`src/rtl/tk_pkg.sv`:
```
// Package: shared register indices and BCD helpers for the timekeeper.
// Assumes two-digit packed BCD fields held in 8-bit registers.
package tk_pkg;
    localparam int unsigned IDX_HUND  = 0;
    localparam int unsigned IDX_SEC   = 1;
    localparam int unsigned IDX_MIN   = 2;
    localparam int unsigned IDX_HOUR  = 3;
    localparam int unsigned IDX_DAY   = 4;
    localparam int unsigned IDX_DATE  = 5;
    localparam int unsigned IDX_MONTH = 6;
    localparam int unsigned IDX_YEAR  = 7;

    localparam int unsigned DAY_STOP_BIT  = 5;
    localparam int unsigned DAY_RMASK_BIT = 4;
    localparam int unsigned HR_MODE12_BIT = 7;
    localparam int unsigned HR_PM_BIT     = 5;

    // Add one to a two-digit packed BCD value (no range check).
    function automatic logic [7:0] bcd_inc8(input logic [7:0] v);
        if (v[3:0] >= 4'd9)
            return {v[7:4] + 4'd1, 4'd0};
        else
            return {v[7:4], v[3:0] + 4'd1};
    endfunction

    // Bits that carry meaning in each register; the rest are stored as zero.
    function automatic logic [7:0] field_mask(input logic [2:0] idx);
        case (idx)
            3'd1, 3'd2: return 8'h7F;
            3'd3:       return 8'hBF;
            3'd4:       return 8'h37;
            3'd5:       return 8'h3F;
            3'd6:       return 8'h1F;
            default:    return 8'hFF;
        endcase
    endfunction
endpackage

```
`src/rtl/tk_bcd_field.sv`:
```
// Module: one two-digit BCD counting field.
// Steps cur when step is high; at or above lim it returns to MINV and raises carry.
// Assumes cur and lim are valid BCD.
module tk_bcd_field #(
    parameter logic [7:0] MINV = 8'h00
) (
    input  logic [7:0] cur,
    input  logic [7:0] lim,
    input  logic       step,
    output logic [7:0] nxt,
    output logic       carry
);
    // Compute the next value and the carry into the next field.
    always_comb begin
        carry = step && (cur >= lim);
        if (!step)
            nxt = cur;
        else if (cur >= lim)
            nxt = MINV;
        else
            nxt = tk_pkg::bcd_inc8(cur);
    end
endmodule

```
`src/rtl/tk_hour_step.sv`:
```
// Module: next hours value in 12- or 24-hour form.
// Keeps the mode bit and raises day_carry at midnight.
// Assumes the hours register has already been masked (bit 6 zero).
module tk_hour_step (
    input  logic [7:0] hr,
    input  logic       step,
    output logic [7:0] nxt,
    output logic       day_carry
);
    logic       mode12;
    logic       pm;
    logic [7:0] h12;
    logic [7:0] h24;
    logic [7:0] h24_inc;

    assign mode12  = hr[tk_pkg::HR_MODE12_BIT];
    assign pm      = hr[tk_pkg::HR_PM_BIT];
    assign h12     = {3'b000, hr[4:0]};
    assign h24     = {2'b00, hr[5:0]};
    assign h24_inc = tk_pkg::bcd_inc8(h24);

    // Select the next hour and the midnight carry for the active mode.
    always_comb begin
        nxt       = hr;
        day_carry = 1'b0;
        if (step) begin
            if (mode12) begin
                if (h12 >= 8'h12) begin
                    nxt = {1'b1, 1'b0, pm, 5'h01};
                end else if (h12 == 8'h11) begin
                    nxt       = {1'b1, 1'b0, ~pm, 5'h12};
                    day_carry = pm;
                end else begin
                    nxt = {1'b1, 1'b0, pm, tk_pkg::bcd_inc8(h12)[4:0]};
                end
            end else begin
                if (h24 >= 8'h23) begin
                    nxt       = 8'h00;
                    day_carry = 1'b1;
                end else begin
                    nxt = {2'b00, h24_inc[5:0]};
                end
            end
        end
    end
endmodule

```
`src/rtl/tk_month_len.sv`:
```
// Module: last date (BCD) of a month, with the leap rule on the two-digit year.
// Assumes a BCD month 01-12 and a BCD year 00-99.
module tk_month_len (
    input  logic [7:0] month,
    input  logic [7:0] year,
    output logic [7:0] last_date
);
    logic [6:0] year_bin;
    logic       leap;

    assign year_bin = 7'(year[7:4]) * 7'd10 + 7'(year[3:0]);
    assign leap     = (year_bin[1:0] == 2'b00);

    // Map the month to its length.
    always_comb begin
        case (month)
            8'h02:                      last_date = leap ? 8'h29 : 8'h28;
            8'h04, 8'h06, 8'h09, 8'h11: last_date = 8'h30;
            default:                    last_date = 8'h31;
        endcase
    end
endmodule

```
`src/rtl/bcd_timekeeper.sv`:
```
// Module: BCD clock/calendar with a parallel register port.
// Advances by one hundredth on each tick while the stop bit is clear.
// A write in the same cycle wins over the tick. Unused bits are stored as zero.
// Assumes tick_100hz is a one-cycle pulse in the clk domain.
module bcd_timekeeper #(
    parameter int unsigned NREG  = 8,
    parameter int unsigned REG_W = 8
) (
    input  logic                      clk,
    input  logic                      rst_n,
    input  logic                      tick_100hz,
    input  logic                      wr_en,
    input  logic [$clog2(NREG)-1:0]   wr_addr,
    input  logic [REG_W-1:0]          wr_data,
    input  logic [$clog2(NREG)-1:0]   rd_addr,
    output logic [REG_W-1:0]          rd_data,
    input  logic                      ext_rst_n,
    output logic                      abort_req
);
    import tk_pkg::*;

    localparam int unsigned ADDR_W = $clog2(NREG);

    logic [NREG-1:0][REG_W-1:0] regs_q;
    logic [NREG-1:0][REG_W-1:0] regs_n;

    logic       adv;
    logic       c_sec, c_min, c_hour, c_day, c_date, c_month, c_unused;
    logic [7:0] hund_n, sec_n, min_n, hour_n, date_n, month_n, year_n;
    logic [7:0] last_date;
    logic [7:0] dow;

    assign adv = tick_100hz && !wr_en && !regs_q[IDX_DAY][DAY_STOP_BIT];

    tk_bcd_field #(.MINV(8'h00)) u_hund (
        .cur(regs_q[IDX_HUND]), .lim(8'h99), .step(adv),
        .nxt(hund_n), .carry(c_sec));
    tk_bcd_field #(.MINV(8'h00)) u_sec (
        .cur(regs_q[IDX_SEC]), .lim(8'h59), .step(c_sec),
        .nxt(sec_n), .carry(c_min));
    tk_bcd_field #(.MINV(8'h00)) u_min (
        .cur(regs_q[IDX_MIN]), .lim(8'h59), .step(c_min),
        .nxt(min_n), .carry(c_hour));
    tk_hour_step u_hour (
        .hr(regs_q[IDX_HOUR]), .step(c_hour),
        .nxt(hour_n), .day_carry(c_day));
    tk_month_len u_mlen (
        .month(regs_q[IDX_MONTH]), .year(regs_q[IDX_YEAR]),
        .last_date(last_date));
    tk_bcd_field #(.MINV(8'h01)) u_date (
        .cur(regs_q[IDX_DATE]), .lim(last_date), .step(c_day),
        .nxt(date_n), .carry(c_date));
    tk_bcd_field #(.MINV(8'h01)) u_month (
        .cur(regs_q[IDX_MONTH]), .lim(8'h12), .step(c_date),
        .nxt(month_n), .carry(c_month));
    tk_bcd_field #(.MINV(8'h00)) u_year (
        .cur(regs_q[IDX_YEAR]), .lim(8'h99), .step(c_month),
        .nxt(year_n), .carry(c_unused));

    // Day of week: wrap 7 to 1 on a date change, keeping the control bits.
    always_comb begin
        dow = regs_q[IDX_DAY];
        if (c_day)
            dow[2:0] = (regs_q[IDX_DAY][2:0] >= 3'd7) ? 3'd1 : regs_q[IDX_DAY][2:0] + 3'd1;
    end

    // Gather the next state of all fields for a tick cycle.
    always_comb begin
        regs_n            = regs_q;
        regs_n[IDX_HUND]  = hund_n;
        regs_n[IDX_SEC]   = sec_n;
        regs_n[IDX_MIN]   = min_n;
        regs_n[IDX_HOUR]  = hour_n;
        regs_n[IDX_DAY]   = dow;
        regs_n[IDX_DATE]  = date_n;
        regs_n[IDX_MONTH] = month_n;
        regs_n[IDX_YEAR]  = year_n;
    end

    // Register update: reset, then a masked write, otherwise the counted value.
    always_ff @(posedge clk) begin
        if (!rst_n) begin
            regs_q            <= '0;
            regs_q[IDX_DAY]   <= 8'h01;
            regs_q[IDX_DATE]  <= 8'h01;
            regs_q[IDX_MONTH] <= 8'h01;
        end else if (wr_en) begin
            regs_q[wr_addr] <= wr_data & field_mask(3'(wr_addr));
        end else begin
            regs_q <= regs_n;
        end
    end

    assign rd_data   = regs_q[rd_addr];
    assign abort_req = !ext_rst_n && !regs_q[IDX_DAY][DAY_RMASK_BIT];

    logic [ADDR_W-1:0] unused_addr_w;
    assign unused_addr_w = '0;
endmodule

```
`config.mk`:
```
export PLATFORM = sky130hd
export DESIGN_NAME = bcd_timekeeper
export DESIGN_NICKNAME = d
export VERILOG_FILES = /design/src/rtl/tk_pkg.sv /design/src/rtl/tk_bcd_field.sv /design/src/rtl/tk_hour_step.sv /design/src/rtl/tk_month_len.sv /design/src/rtl/bcd_timekeeper.sv
export SDC_FILE = /design/constraint.sdc
export NUM_CORES = 1
export LEC_CHECK = 0
export BUFFER_PORTS_ARGS = -buffer_cell sky130_fd_sc_hd__buf_2
export CAP_MARGIN = 20
export CORE_ASPECT_RATIO = 0.9
export CORE_UTILIZATION = 62
export DETAILED_ROUTE_END_ITERATION = 8
export PLACE_DENSITY = 0.77
export SLEW_MARGIN = 20
export SYNTH_ARGS = -nofsm -noshare
export SYNTH_HDL_FRONTEND = slang
export SYNTH_SLANG_ARGS = --single-unit
```
`constraint.sdc`:
```
create_clock -name clk -period 3.5 [get_ports clk]
set_input_delay 0.525 -clock clk [delete_from_list [all_inputs] [get_ports clk]]
set_output_delay 0.525 -clock clk [all_outputs]
set_load 0.01 [all_outputs]
```
Yosys cells after proc, flatten, opt, wreduce, memory -nomap -nowiden
Cells that the tools add are included.
- $add $sub $neg: 17
- multiply operators: 1
- divide/modulo/power cells: 0
- magnitude comparators: 19
- eq/ne operators: 15
- shifts and indexed selects: 0
- multiplexer cells: 43
- bitwise gates (word level): 2
- reduce and logical (&&, ||, !) cells: 38
- operator list (operator ; count):
    8-bit 2-to-1 mux ; 25
    64-bit bitwise mux ; 1
    64-bit 2-to-1 mux ; 1
    4-bit by 1-bit adder with 4-bit output, second input constant ; 13
    8-bit one-hot mux with 5 select lines ; 1
    4-bit >= comparator, second input constant ; 7
    8-bit binary-select mux with 3-bit select ; 1
    8-bit demux with 3-bit select ; 1
    6-bit 2-to-1 mux ; 3
    3-bit nonzero test ; 6
    8-bit by 3-bit == test with 1-bit output, second input constant ; 2
    8-bit by 7-bit >= comparator with 1-bit output, second input constant ; 2
    8-bit >= comparator, second input constant ; 2
    8-bit one-hot mux with 2 select lines ; 1
    2-bit nonzero test ; 7
    2-bit AND reduction ; 6
    3-bit == test, second input constant ; 3
    1-bit logical AND ; 9
    8-bit AND ; 1
    8-bit by 2-bit == test with 1-bit output, second input constant ; 1
    8-bit by 4-bit == test with 1-bit output, second input constant ; 1
    8-bit by 5-bit == test with 1-bit output, second input constant ; 1
    8-bit by 5-bit >= comparator with 1-bit output, second input constant ; 1
    8-bit >= comparator ; 1
    27 further kinds ; 38
- register bits: 64
- latch bits: 0
- memory bits (writable): 0
- memory bits (read-only): 0
- output and inout port bits: 9
- memories kept: 0

Logic depth before layout (Yosys ltp)
- depth after elaboration: 11
- depth in mapped cells: 15
- depth with buffers taken out: 14

By module
A second synthesis with hierarchy kept.
- cell total of the unflattened synthesis: 802
- area total of the unflattened synthesis: 6882.9 um^2
- modules (own cells, without submodules) (module ; instances ; cells each ; area an instance (um^2)):
    bcd_timekeeper ; 1 ; 336 ; 3360.7
    tk_bcd_field (u_hund ...) ; 4 ; 65 ; 510.5
    tk_bcd_field (u_date ...) ; 2 ; 66 ; 459.2
    tk_hour_step ; 1 ; 52 ; 401.6
    tk_month_len ; 1 ; 22 ; 160.2

Worst setup path after synthesis
OpenSTA, ideal clock, no wires.
- path kind: register to register
- start point: register regs_q[48] (netlist name)
- end point: register regs_q[44] (netlist name)
- setup time: 0.119 ns
- arrival time: 2.927 ns
- data required time: 3.381 ns
- setup slack: 0.455 ns
- cell stages (with the launch flop): 15
- buffers on the path: 0
- cells stage by stage: dfxtp_1 > inv_1 > ha_1 > o211ai_1 > a21oi_1 > a31oi_1 > nor3_1 > a21oi_1 > ha_1 > or4b_1 > nand4_1 > nand2_1 > nor3_1 > nor2_1 > o221a_2
- word-level cells in the longest chain between the ends: 7
- elaborated cells between the ends (all ways): 13
- classes of those cells: order compare (1); eq/ne (5); mux (4); reduce/logical (3)
- ends and longest elaborated chain (element ; RTL line ; text):
    from (decl) ; bcd_timekeeper.sv:24 ; logic [NREG-1:0][REG_W-1:0] regs_q;
    from (signal, indexed assignment) ; bcd_timekeeper.sv:88 ; regs_q[wr_addr] <= wr_data & field_mask(3'(wr_addr));
    from (signal assigned) ; bcd_timekeeper.sv:90 ; regs_q <= regs_n;
    8-bit by 3-bit == test with 1-bit output, or another cell as far along ; tk_month_len.sv:16 ; case (month)
    4-bit OR reduction ; tk_month_len.sv:16 ;
    8-bit one-hot mux with 2 select lines * ; tk_month_len.sv:16 ;
    8-bit >= comparator * ; tk_bcd_field.sv:18 ; else if (cur >= lim)
    8-bit 2-to-1 mux ; tk_bcd_field.sv:18 ;
    8-bit 2-to-1 mux ; tk_bcd_field.sv:16 ; if (!step)
    64-bit 2-to-1 mux ; bcd_timekeeper.sv:87 ; end else if (wr_en) begin
Every way passes the cells marked *; elsewhere a longest branch is shown, timed or not. The select of a mux whose other input is x is not followed.
A chain may end at the register's enable or synchronous reset.

Worst setup path after layout
- start point: register regs_q[49] (netlist name)
- end point: register regs_q[44] (netlist name)
Same word-level chain as after synthesis.

==> out/metrics.csv <==
stage,metric,value,unit
run_status,status,finished clean,
setup_path,critPathMaxStageDelay,0.47,ns
logic_synthesis,ys_warn_count,0,
floorplanning,die_x,95.4,µm
route,antenna_left,0,
finish,num-fill-cells,630,
global_routing,grt_busiest_layer,met2,
setup_path,path_class,flop to flop,
logic_synthesis,async_flop_share,0,
route,drc,0,
placement,hpwlAfterDp,10700,µm
clock_network,cts_tree,built,
timing,period_share,0.941,
finish,antenna_cells,0,
global_routing,met3_usage,0.0878,
logic_synthesis,synth_top_area_frac,0.263,
global_routing,grt.met2_usage,0.538,
logic_synthesis,netlist_instances,569,
route,drt_iter0_markers,511,
clock_network,post_cts_buffers,0,
min_path,hp-class,flop to flop,
finish,seqCellArea,0.00128,mm²
power,ir_worst_vdd,0.207,mV
timing,fmax,304,MHz
finish,multi_input_area,0.00336,mm²
timing,rsz0062_at_grt,no,
logic_synthesis,synth_cell_types,76,
placement,gp_congestion,0.947,
logic_synthesis,ys_seq_elements,64,
floorplanning,boundaryPins,28,
floorplanning,die_height,86.1,µm
floorplanning,rows,30,
floorplanning,start_util,0.643,
logic_synthesis,ys_top_cells_by_area,"dfxtp_1 (26%), ha_1 (11%), mux4_2 (7.4%)",
clock_network,cts_made_buffers,9,
clock_network,cts_sinks,64,
route,drt_wl_total,14800,µm
logic_synthesis,ys_seq_area_frac,0.263,
placement,port_buffers,27,
timing,setup-tns-final,0,ns
route,dr.pass1.iters,5,
timing,tightest_slew,0.726,ns
setup_path,crit_chain,inv_1 -> ha_1 -> o211ai_1 -> a21oi_1 -> a31oi_1 -> nor3_1 -> a21oi_1 -> ha_1 -> or4b_1 -> nand4_1 -> nand2_1 -> nor3_2 -> buf_4 -> nor2_1 -> o221a_2,
finish,final_cells,689,
finish,syn2layout_area_growth,8.09,%
power,p_leak,2.10,nW
clock_network,clock_latency,0.36,ns
timing,max-slew-margin-rel,0.512,
route,via_per_inst,6.99,
placement,dpl.cell_count,674,
global_routing,grt_max_degree,45,
timing,hold_violations,0,
job,maxCapViolCount,0,
finish,drive_above_1_share,0.169,
power,power_density,319,mW/mm²
setup_path,worst-endpoint-required,3.75,ns
global_routing,grt_pass1_vias,4391,
global_routing,grt_usage,0.378,
timing,setup-violations-final,0,
logic_synthesis,synthFlopType,dfxtp_1,
logic_synthesis,yosys.area.top_type,dfxtp_1,
setup_path,slowest_stage,or4b_1,
logic_synthesis,syn_area_per_cell,8.56,µm²
route,wl_per_cell,21.4,µm
setup_path,crit_path_start_kind,flop,
setup_path,arrival,3.55,ns
clock_network,path_clk_slew,0.08,ns
floorplanning,core_area,0.00758,mm²
timing,fin_crit,3.29,ns
setup_path,cp-end-kind,flop,
timing,skew,0.0120,ns
global_routing,antenna_found_initial,0,
timing,final_max_slew_viol_count,0,
global_routing,grt.met1_usage,0.537,
clock_network,cts_root_buf,clkbuf_8,
logic_synthesis,synthesis.area,0.00487,mm²
clock_network,cts.path.max_buffers,2,
clock_network,cts_max_level,3,
logic_synthesis,synth_edf_count,0,
global_routing,grt_pass1_wl,23200,µm
finish,finalNetCount,651,
finish,final_core_util,0.695,
logic_synthesis,syn_nets,631,
power,finalPower,1.68,mW
global_routing,overflow,0,
setup_path,path_max_fanout,6,
route,routed-via-count,4815,
floorplanning,dieArea,0.00822,mm²
-- synthesized netlist by cell type, types with 6 or more instances --
master,count
nand4_1,11
mux2_2,9
nand2_1,47
nor2_1,52
and2_1,8
a21oi_1,26
clkbuf_1,18
dfxtp_1,64
and3_1,10
a32oi_1,7
inv_1,32
nand2b_1,7
a31oi_1,9
mux2i_1,6
o21ai_0,32
mux4_2,16
nor3_1,7
a221oi_1,8
o31ai_1,6
o211ai_1,9
nand3_1,24
o22ai_1,8
ha_1,43
a211oi_1,15
-- metal layers --
layer	up-vias	part of all wire
met5	-	0
met1	2301	0.42
li1	2197	-
met4	0	0.035
met3	47	0.11
met2	270	0.43
-- critical path, delay by kind of cell, from the launching register on --
family	cells	cell delay, ns
AND/OR/NAND/NOR	6	1.11
AO/OA/AOI/OAI	5	0.90
adder cells (fa/ha/maj)	2	0.46
flip-flops	1	0.44
buffers and inverters	2	0.29
-- final timing paths --
| path | startpoint | to | slack [ns] | cells past startpoint |
|---|---|---|---|---|
| max | regs_q[49] | regs_q[44] | 0.21 | 15 |
| min | dow[6] | dow[6] | 0.48 | 1 |
| max reg2reg | regs_q[49] | regs_q[44] | 0.21 | 15 |
| min reg2reg | dow[6] | dow[6] | 0.48 | 1 |
-- through the flow --
step	instance area, µm²	hold slack (ns)	setup slack, ns
after floorplan	4870	0.434	0.455
after global placement	5070	0.463	0.385
after detailed placement	5070	0.471	0.188
after CTS	5260	0.484	0.186
after global routing	5270	0.492	0.0101
final	5270	0.484	0.206
-- area by class of cell --
cell class                 count  share of cell area
clock buffer                  12              0.0276
clock inverter                 3             0.00808
inverter                      33              0.0235
multi-input combinational    447               0.639
sequential                    64               0.244
tap                           96              0.0228
timing repair buffer          34              0.0356
-- state kept, by name (all words and copies together), names as in the netlist --
register,cells
regs_q,59
dow,5
-- power by group --
part | internal [mW] | leakage, nW | switching [mW] | total, mW
sequential | 0.746 | 0.518 | 0.0345 | 0.781
clock | 0.344 | 0.0925 | 0.317 | 0.661
combinational | 0.0895 | 1.49 | 0.149 | 0.239
total | 1.18 | 2.10 | 0.501 | 1.68
-- timing repair --
item                       CTS  global route
gates resized for setup      0             3
setup endpoints to repair    0             6
hold buffers                 0             0
-- layout by cell type (no fill, tap or decap), types with 4 or more instances in the layout --
| master | netlist | layout |
|---|---|---|
| a211oi_1 | 15 | 14 |
| a21o_1 | 5 | 5 |
| a21oi_1 | 26 | 26 |
| a221oi_1 | 8 | 8 |
| a22oi_1 | 4 | 4 |
| a31oi_1 | 9 | 9 |
| a32oi_1 | 7 | 7 |
| and2_1 | 8 | 8 |
| and3_1 | 10 | 10 |
| buf_2 | 0 | 27 |
| buf_4 | 1 | 7 |
| clkbuf_8 | 0 | 10 |
| dfxtp_1 | 64 | 63 |
| ha_1 | 43 | 43 |
| inv_1 | 32 | 32 |
| mux2_2 | 9 | 9 |
| mux2i_1 | 6 | 6 |
| mux4_2 | 16 | 16 |
| nand2_1 | 47 | 47 |
| nand2b_1 | 7 | 7 |
| nand3_1 | 24 | 24 |
| nand4_1 | 11 | 11 |
| nand4b_1 | 4 | 4 |
| nor2_1 | 52 | 52 |
| nor2b_1 | 5 | 5 |
| nor3_1 | 7 | 6 |
| o211ai_1 | 9 | 9 |
| o21ai_0 | 32 | 32 |
| o22ai_1 | 8 | 8 |
| o31ai_1 | 6 | 6 |
| or3_1 | 4 | 4 |
-- kinds of logic after synthesis --
kind of cell               synth area share
AOI/OAI and AO/OA                     0.247
xor gates and xnor gates            0.00899
adders and majority gates             0.110
buffers and inverters                0.0485
DFF                                   0.263
muxes                                 0.107
and+or+nand+nor                       0.215
Power figures use the tool's default switching activity.
